--- src/rtl/bkup_sw_pkg.sv ---
package bkup_sw_pkg;

   localparam int NFLAG    = 3;
   localparam int IDX_THR  = 0;
   localparam int IDX_BAK  = 1;
   localparam int IDX_DEEP = 2;

   typedef enum logic [2:0] {
      ST_MAIN     = 3'd0,
      ST_GAP_BAK  = 3'd1,
      ST_BAK      = 3'd2,
      ST_DEEP     = 3'd3,
      ST_GAP_MAIN = 3'd4
   } sw_state_e;

   typedef struct packed {
      logic main_en;
      logic bak_en;
      logic bkup;
      logic deep;
   } sw_dec_t;

endpackage

--- src/rtl/bkup_flag_sync.sv ---
module bkup_flag_sync #(
   parameter int WIDTH  = 3,
   parameter int STAGES = 2
) (
   input  logic             clk,
   input  logic             rst_n,
   input  logic [WIDTH-1:0] d_i,
   output logic [WIDTH-1:0] q_o
);

   if (WIDTH < 1) begin : g_bad_width
      $error("bkup_flag_sync: WIDTH must be at least 1");
   end
   if (STAGES < 0) begin : g_bad_stages
      $error("bkup_flag_sync: STAGES must not be negative");
   end

   if (STAGES == 0) begin : g_pass
      assign q_o = d_i;
   end else begin : g_chain
      logic [STAGES-1:0][WIDTH-1:0] chain_q;

      always_ff @(posedge clk or negedge rst_n) begin
         if (!rst_n) begin
            chain_q <= '0;
         end else begin
            chain_q[0] <= d_i;
            for (int s = 1; s < STAGES; s++) begin
               chain_q[s] <= chain_q[s-1];
            end
         end
      end

      assign q_o = chain_q[STAGES-1];
   end

endmodule

--- src/rtl/bkup_flag_filter.sv ---
module bkup_flag_filter #(
   parameter int STABLE_CYC = 8
) (
   input  logic clk,
   input  logic rst_n,
   input  logic raw_i,
   output logic filt_o
);

   if (STABLE_CYC < 1) begin : g_bad_stable
      $error("bkup_flag_filter: STABLE_CYC must be at least 1");
   end

   localparam int CW = (STABLE_CYC > 1) ? $clog2(STABLE_CYC) : 1;
   localparam logic [CW-1:0] CNT_LAST = CW'(STABLE_CYC - 1);

   logic filt_q;

   if (STABLE_CYC == 1) begin : g_direct
      always_ff @(posedge clk or negedge rst_n) begin
         if (!rst_n) filt_q <= 1'b0;
         else        filt_q <= raw_i;
      end
   end else begin : g_count
      logic [CW-1:0] run_q;
      logic          differs;

      assign differs = (raw_i != filt_q);

      always_ff @(posedge clk or negedge rst_n) begin
         if (!rst_n) begin
            run_q  <= '0;
            filt_q <= 1'b0;
         end else if (!differs) begin
            run_q  <= '0;
         end else if (run_q == CNT_LAST) begin
            run_q  <= '0;
            filt_q <= raw_i;
         end else begin
            run_q  <= run_q + 1'b1;
         end
      end
   end

   assign filt_o = filt_q;

endmodule

--- src/rtl/bkup_sw_fsm.sv ---
module bkup_sw_fsm
   import bkup_sw_pkg::*;
(
   input  logic             clk,
   input  logic             rst_n,
   input  logic [NFLAG-1:0] flt_i,
   output sw_dec_t          dec_o
);

   sw_state_e st_q, st_d;
   logic      lo_thr, lo_bak, deep;

   assign lo_thr = flt_i[IDX_THR];
   assign lo_bak = flt_i[IDX_BAK];
   assign deep   = flt_i[IDX_DEEP];

   always_comb begin
      st_d = st_q;
      unique case (st_q)
         ST_MAIN: begin
            if (lo_thr && lo_bak) st_d = ST_GAP_BAK;
         end
         ST_GAP_BAK: begin
            if (lo_thr && lo_bak) st_d = ST_BAK;
            else                  st_d = ST_MAIN;
         end
         ST_BAK: begin
            if (!lo_thr)   st_d = ST_GAP_MAIN;
            else if (deep) st_d = ST_DEEP;
         end
         ST_DEEP: begin
            if (!lo_thr)    st_d = ST_GAP_MAIN;
            else if (!deep) st_d = ST_BAK;
         end
         ST_GAP_MAIN: begin
            st_d = ST_MAIN;
         end
         default: st_d = ST_MAIN;
      endcase
   end

   always_ff @(posedge clk or negedge rst_n) begin
      if (!rst_n) st_q <= ST_MAIN;
      else        st_q <= st_d;
   end

   always_comb begin
      dec_o.main_en = (st_q == ST_MAIN);
      dec_o.bak_en  = (st_q == ST_BAK) || (st_q == ST_DEEP);
      dec_o.bkup    = (st_q == ST_BAK) || (st_q == ST_DEEP);
      dec_o.deep    = (st_q == ST_DEEP);
   end

endmodule

--- src/rtl/bkup_out_force.sv ---
module bkup_out_force #(
   parameter bit RST_ACT_HIGH = 1'b0
) (
   input  logic bkup_i,
   input  logic pfail_raw_n_i,
   input  logic rst_req_i,
   output logic pfail_n_o,
   output logic rst_o,
   output logic wdog_dis_o,
   output logic pfi_dis_o
);

   logic rst_act;

   assign rst_act    = bkup_i | rst_req_i;
   assign pfail_n_o  = pfail_raw_n_i & ~bkup_i;
   assign wdog_dis_o = bkup_i;
   assign pfi_dis_o  = bkup_i;

   if (RST_ACT_HIGH) begin : g_rst_hi
      assign rst_o = rst_act;
   end else begin : g_rst_lo
      assign rst_o = ~rst_act;
   end

endmodule

--- src/rtl/bkup_sw_ctrl.sv ---
module bkup_sw_ctrl
   import bkup_sw_pkg::*;
#(
   parameter int STABLE_CYC   = 8,
   parameter int SYNC_STAGES  = 2,
   parameter bit RST_ACT_HIGH = 1'b0
) (
   input  logic clk,
   input  logic rst_n,
   input  logic vcc_lo_thr_i,
   input  logic vcc_lo_bak_i,
   input  logic vcc_deep_i,
   input  logic pfail_raw_n_i,
   input  logic rst_req_i,
   output logic main_sw_en_o,
   output logic bak_sw_en_o,
   output logic bkup_mode_o,
   output logic cmp_off_o,
   output logic pfail_n_o,
   output logic rst_o,
   output logic wdog_dis_o,
   output logic pfi_dis_o
);

   if (STABLE_CYC < 1) begin : g_bad_stable
      $error("bkup_sw_ctrl: STABLE_CYC must be at least 1");
   end
   if (SYNC_STAGES < 0) begin : g_bad_sync
      $error("bkup_sw_ctrl: SYNC_STAGES must not be negative");
   end

   logic [NFLAG-1:0] raw_flags;
   logic [NFLAG-1:0] sync_flags;
   logic [NFLAG-1:0] flt_q;
   sw_dec_t          dec;

   assign raw_flags[IDX_THR]  = vcc_lo_thr_i;
   assign raw_flags[IDX_BAK]  = vcc_lo_bak_i;
   assign raw_flags[IDX_DEEP] = vcc_deep_i;

   bkup_flag_sync #(
      .WIDTH  (NFLAG),
      .STAGES (SYNC_STAGES)
   ) u_sync (
      .clk   (clk),
      .rst_n (rst_n),
      .d_i   (raw_flags),
      .q_o   (sync_flags)
   );

   for (genvar f = 0; f < NFLAG; f++) begin : g_filt
      bkup_flag_filter #(
         .STABLE_CYC (STABLE_CYC)
      ) u_filt (
         .clk    (clk),
         .rst_n  (rst_n),
         .raw_i  (sync_flags[f]),
         .filt_o (flt_q[f])
      );
   end

   bkup_sw_fsm u_fsm (
      .clk   (clk),
      .rst_n (rst_n),
      .flt_i (flt_q),
      .dec_o (dec)
   );

   bkup_out_force #(
      .RST_ACT_HIGH (RST_ACT_HIGH)
   ) u_force (
      .bkup_i        (dec.bkup),
      .pfail_raw_n_i (pfail_raw_n_i),
      .rst_req_i     (rst_req_i),
      .pfail_n_o     (pfail_n_o),
      .rst_o         (rst_o),
      .wdog_dis_o    (wdog_dis_o),
      .pfi_dis_o     (pfi_dis_o)
   );

   assign main_sw_en_o = dec.main_en;
   assign bak_sw_en_o  = dec.bak_en;
   assign bkup_mode_o  = dec.bkup;
   assign cmp_off_o    = dec.deep;

endmodule

--- config.mk ---
export PLATFORM = sky130hd
export DESIGN_NAME = bkup_sw_ctrl
export DESIGN_NICKNAME = d
export VERILOG_FILES = /design/src/rtl/bkup_sw_pkg.sv /design/src/rtl/bkup_flag_sync.sv /design/src/rtl/bkup_flag_filter.sv /design/src/rtl/bkup_sw_fsm.sv /design/src/rtl/bkup_out_force.sv /design/src/rtl/bkup_sw_ctrl.sv
export SDC_FILE = /design/constraint.sdc
export NUM_CORES = 1
export LEC_CHECK = 0
export ABC_AREA = 1
export CAP_MARGIN = 20
export CELL_PAD_IN_SITES_DETAIL_PLACEMENT = 1
export CELL_PAD_IN_SITES_GLOBAL_PLACEMENT = 2
export CORE_MARGIN = 4
export CORE_UTILIZATION = 40
export DETAILED_ROUTE_END_ITERATION = 10
export DONT_BUFFER_PORTS = 1
export HOLD_SLACK_MARGIN = 0.03
export PLACE_DENSITY_LB_ADDON = 0.15
export SYNTH_ARGS = -nofsm -noshare
export SYNTH_HDL_FRONTEND = slang
export SYNTH_SLANG_ARGS = --single-unit
--- constraint.sdc ---
create_clock -name clk -period 2.4 [get_ports clk]
set_input_delay 0.12 -clock clk [delete_from_list [all_inputs] [get_ports clk]]
set_output_delay 0.12 -clock clk [all_outputs]
set_load 0.1 [all_outputs]
* Yosys cells after proc, flatten, opt, wreduce, memory -nomap -nowiden
Cells that the tools add are included.
** Word-level totals
- Register bits after elaboration :: 21
- Bits of input ports :: 7
- Output and inout port bits :: 8
** Cells by class
- Add/sub/neg operators :: 3
- Eq/ne operators :: 12
- Mux-type cells :: 13
- Bitwise logic cells :: 4
- Reduce and logical (&&, ||, !) cells :: 7
** Operators with widths (number)
- $mux W3 :: 11
- $pmux W3 S4 :: 1
- $add A3 B1 Y3 const B :: 3
- $eq A3 B3 Y1 const B :: 3
- $eq A3 B2 Y1 const B :: 2
- $ne A3 B3 Y1 const B :: 2
- $reduce_and A2 Y1 :: 3
- $eq A3 B1 Y1 const B :: 1
- $logic_not A3 Y1 :: 1
- $ne A1 B1 Y1 :: 3
- $reduce_and A3 Y1 :: 1
- $mux W2 :: 1
- $ne A2 B1 Y1 const B :: 1
- $not A1 Y1 :: 2
- $and A1 B1 Y1 :: 1
- $logic_and A1 B1 Y1 :: 1
- $logic_or A1 B1 Y1 :: 1
- $or A1 B1 Y1 :: 1

* Logic depth before layout (Yosys ltp)
- Depth in word-level cells :: 4
- Depth in mapped cells :: 6

* By module
From an unflattened synthesis, not the netlist that was laid out.
** Second synthesis, totals
- Cells, all modules :: 102
- Area, all modules :: 930.9 sq um
** By module, submodules not included
- bkup_flag_filter :: instances 3, cells each 19, area each 177.7 sq um
- bkup_sw_fsm :: instances 1, cells each 31, area each 198.9 sq um
- bkup_flag_sync :: instances 1, cells each 9, area each 172.7 sq um
- bkup_out_force :: instances 1, cells each 5, area each 26.3 sq um

* Worst setup path before layout
No wires, ideal clock.
- Kind :: register to output
- Start point :: register u_fsm.st_q[1]
- End point :: output pfail_n_o
- Arrival time :: 1980 ps
- Required time :: 2280 ps
- Slack :: 300 ps
- Cell stages (with the launch flop) :: 4
- Cell sequence :: dfrtp_1 > inv_1 > nor2_4 > nor2_1
** Between the ends
- Word-level cells in the longest chain between the ends :: 4
** RTL lines
- start, declared :: line bkup_sw_fsm.sv:10 : sw_state_e st_q, st_d;
- start signal, assigned :: line bkup_sw_fsm.sv:44 : else st_q <= st_d;
- $eq A3 B2 Y1
- $logic_or A1 B1 Y1 (*)
- net bak_sw_en_o :: line bkup_sw_ctrl.sv:16 : output logic bak_sw_en_o,
- $not A1 Y1 (*) :: line bkup_out_force.sv:16 : assign pfail_n_o = pfail_raw_n_i & ~bkup_i;
- $and A1 B1 Y1 (*) :: line bkup_out_force.sv:16
- end, declared :: line bkup_sw_ctrl.sv:19 : output logic pfail_n_o,
The timed path passes the listed nets; every way through them passes the cells marked *.

* Final worst setup path
- Start point :: register u_fsm.st_q[1]
- End point :: output main_sw_en_o
** Between the ends
- Word-level cells in the longest chain between the ends :: 1
** RTL lines
- $logic_not A3 Y1 :: line bkup_sw_fsm.sv:48 : dec_o.main_en = (st_q == ST_MAIN);
- end, declared :: line bkup_sw_ctrl.sv:15 : output logic main_sw_en_o,
No other way between the ends.

==> qor.yml <==
syn_area_um2: 873
synth.area.mux_share: 0
dieArea_um2: 2990
cts_buffers: 3
synth.distinct_cells: 17
wl_met3_um: 88
die_w_um: 54.7
worstSkewPairLatency_ps: 290
finish.cell_count_without_fillers: 117
yosysTopAreaCell: "dfrtp_1"
synth_nets: 94
htree_levels: 1
grt_max_degree: 22
fill_cells: 225
hold_start: "u_sync.g_chain.chain_q[2]"
cpMostUsedCell: "inv_1"
cts.root.buffer_cell: "clkbuf_4"
fmax_mhz: 578
route.detailed.drc: 0
rows: 16
synth_top_family_by_area: "simple AND/OR/NAND/NOR gates"
placed_cell_area_um2: 932
rrSetupSlack_ps: 1310
drive_gt1_frac: 0.167
arrival_ps: 1610
wl_per_cell_um: 11.6
setup_viol: 0
synth_xor_area_frac: 0.0301
cp_cell_sequence: "inv_1, nand3_1, inv_1"
cap_violations: 0
grt_usage: 0.114
ys_ff_latch: 21
wl_met2_um: 677
vias: 548
holdPathStages: 0
finClkSkew_ps: 2.01
setup_tns_ps: 0
synth_compound_area_frac: 0.0315
ctsResizeCount: 0
synth_warnings: 0
drt_pass1_iterations: 1
nets: 104
power_density_nw_per_um2: 955
avgSynthCellArea_um2: 10.8
dp_hpwl_mm: 1.05
wl_met1_um: 570
end_kind: "primary output"
ant_nets: 0
rr_endpoint: "g_filt[1].u_filt.g_count.run_q[2]"
rr_worst_depth: 4
worst_pin_slew_ps: 923
cts_tree: "done"
timing.slew.headroom: 0.383
synth_top_cells_by_area: "dfrtp_1 (60%), ha_1 (8.6%), inv_1 (5.6%), nand2_1 (3.4%), nor2_1 (3.4%)"
leakagePower_nw: 0.485
hold_class: "register to register"
synth.most_common_cell: "dfrtp_1"
synthArstFlopShare: 1.00
grt_pass1_wl_mm: 2.33
critPathMaxFanout: 5
status: "finished clean"
fin_util: 0.494
synthAdderAreaFrac: 0.0860
vdd_drop_max_v: 0.000468
drt_iter0_markers: 0
antenna_found_initial: 0
dp_cells: 109
cts.sinks: 21
slowest_stage: "inv_1"
synth_cells: 81
min_to: "u_sync.q_o[2]"
core_um2: 2020
die_height_um: 54.7
totalPowerFinal_mw: 0.954
setup.worst_path.class: "register to primary output"
dominantRegCellSynth: "dfrtp_1"
routed_wl_mm: 1.36
period_minus_slack_ps: 1730
yosysSeqAreaShare: 0.602
synth_edf_count: 0
start_kind: "register"
pin_count: 15
synth_top_area_share: 0.602
final_area_um2: 998
synth_common_cells: "dfrtp_1 (21), inv_1 (13), nand2_1 (8), nor2_1 (8), ha_1 (6)"
r2r-start: "g_filt[1].u_filt.g_count.run_q[0]"
clk_pin_slew_ps: 110
diodes: 0
numPortBuffers: 0
maxSlewViolCount: 0
start_util: 0.432
synthSimpleGateAreaFrac: 0.165
grt_pass1_vias: 552
cp_top_family: "buffers and inverters"
required_ps: 2280
rsz0062_at_grt: "no"
hold_viol: 0
clockBufferDepth: 2
via_per_inst: 4.68
slowest_delay_ps: 620
grt-ovfl-total: 0
min_period_over_period: 0.721
globalplace.congestion: 0.659
syn_to_final_growth_pct: 14.3
dr.max_layer_used: "met4"
path_buf_inv: 2
## through the flow
step	setup slack [ps]	hold slack, ps
after CTS	642	353
after global routing	547	354
after floorplan	300	-176
after global placement	1010	-175
final	670	358
after detailed placement	996	-175
## layout make-up
type / instances / area (um2) / share of cell area
well taps: 27 / 33.8 / 0.0338
repair buffers: 8 / 82.6 / 0.0827
inverters: 14 / 52.6 / 0.0526
multi-input cells: 43 / 278 / 0.278
clock buffers: 4 / 26.3 / 0.0263
flip-flops and latches: 21 / 526 / 0.526
## power breakdown
group | internal, mW | switching, mW
registers | 0.443 | 0.0623
clock network | 0.0646 | 0.0960
logic | 0.0999 | 0.188
total | 0.608 | 0.346
## worst reg2reg max path, cell delays in order, from the launching register on
cell,delay [ps]
dfrtp_1,400
ha_1,210
ha_1,280
inv_1,60
nor2_1,40
## worst max path at each step
stage             startpoint           end  slack (ps)  depth (start not counted)
2_1_floorplan  u_fsm.st_q[1]     pfail_n_o         300                          3
3_3_place_gp   u_fsm.st_q[1]  main_sw_en_o        1010                          3
3_5_place_dp   u_fsm.st_q[1]  main_sw_en_o        1000                          3
4_1_cts        u_fsm.st_q[1]  main_sw_en_o         640                          3
5_1_grt        u_fsm.st_q[1]  main_sw_en_o         550                          3
6_report       u_fsm.st_q[1]  main_sw_en_o         670                          3
## cells by family after synthesis
family | after synthesis
and+or+nand+nor | 29
DFF | 21
AOI/OAI and AO/OA | 5
buffers and inverters | 17
adders and majority gates | 6
xor gates and xnor gates | 3
## state kept, by name, indices dropped and copies added, names as in the netlist
register,flops
u_fsm.st_q,3
g_filt.u_filt.filt_o,3
u_sync.g_chain.chain_q,3
u_sync.q_o,3
g_filt.u_filt.g_count.run_q,9
## placed cells by master (no fill, tap or decap), drive strengths merged
cell type    instances
a21oi                1
buf                  4
clkbuf               4
dfrtp               21
dlygate4sd3          4
ha                   6
inv                 14
nand2                8
nand3                3
nand4                1
nor2                12
nor3                 4
nor3b                1
o211ai               1
o21ai                3
xnor2                3
## per-layer routing
layer  global-route usage  vias to the layer above
met3               0.0490                        6
li1                     -                      266
met1                0.119                      263
met4               0.0664                        0
met5                    0                        -
met2                0.187                       13
## what timing repair did
| action | in CTS | in global routing |
|---|---|---|
| hold endpoints to repair | 24 | 0 |
| setup buffers | 0 | 0 |
| hold buffers | 4 | 0 |
Power figures use the tool's default switching activity.
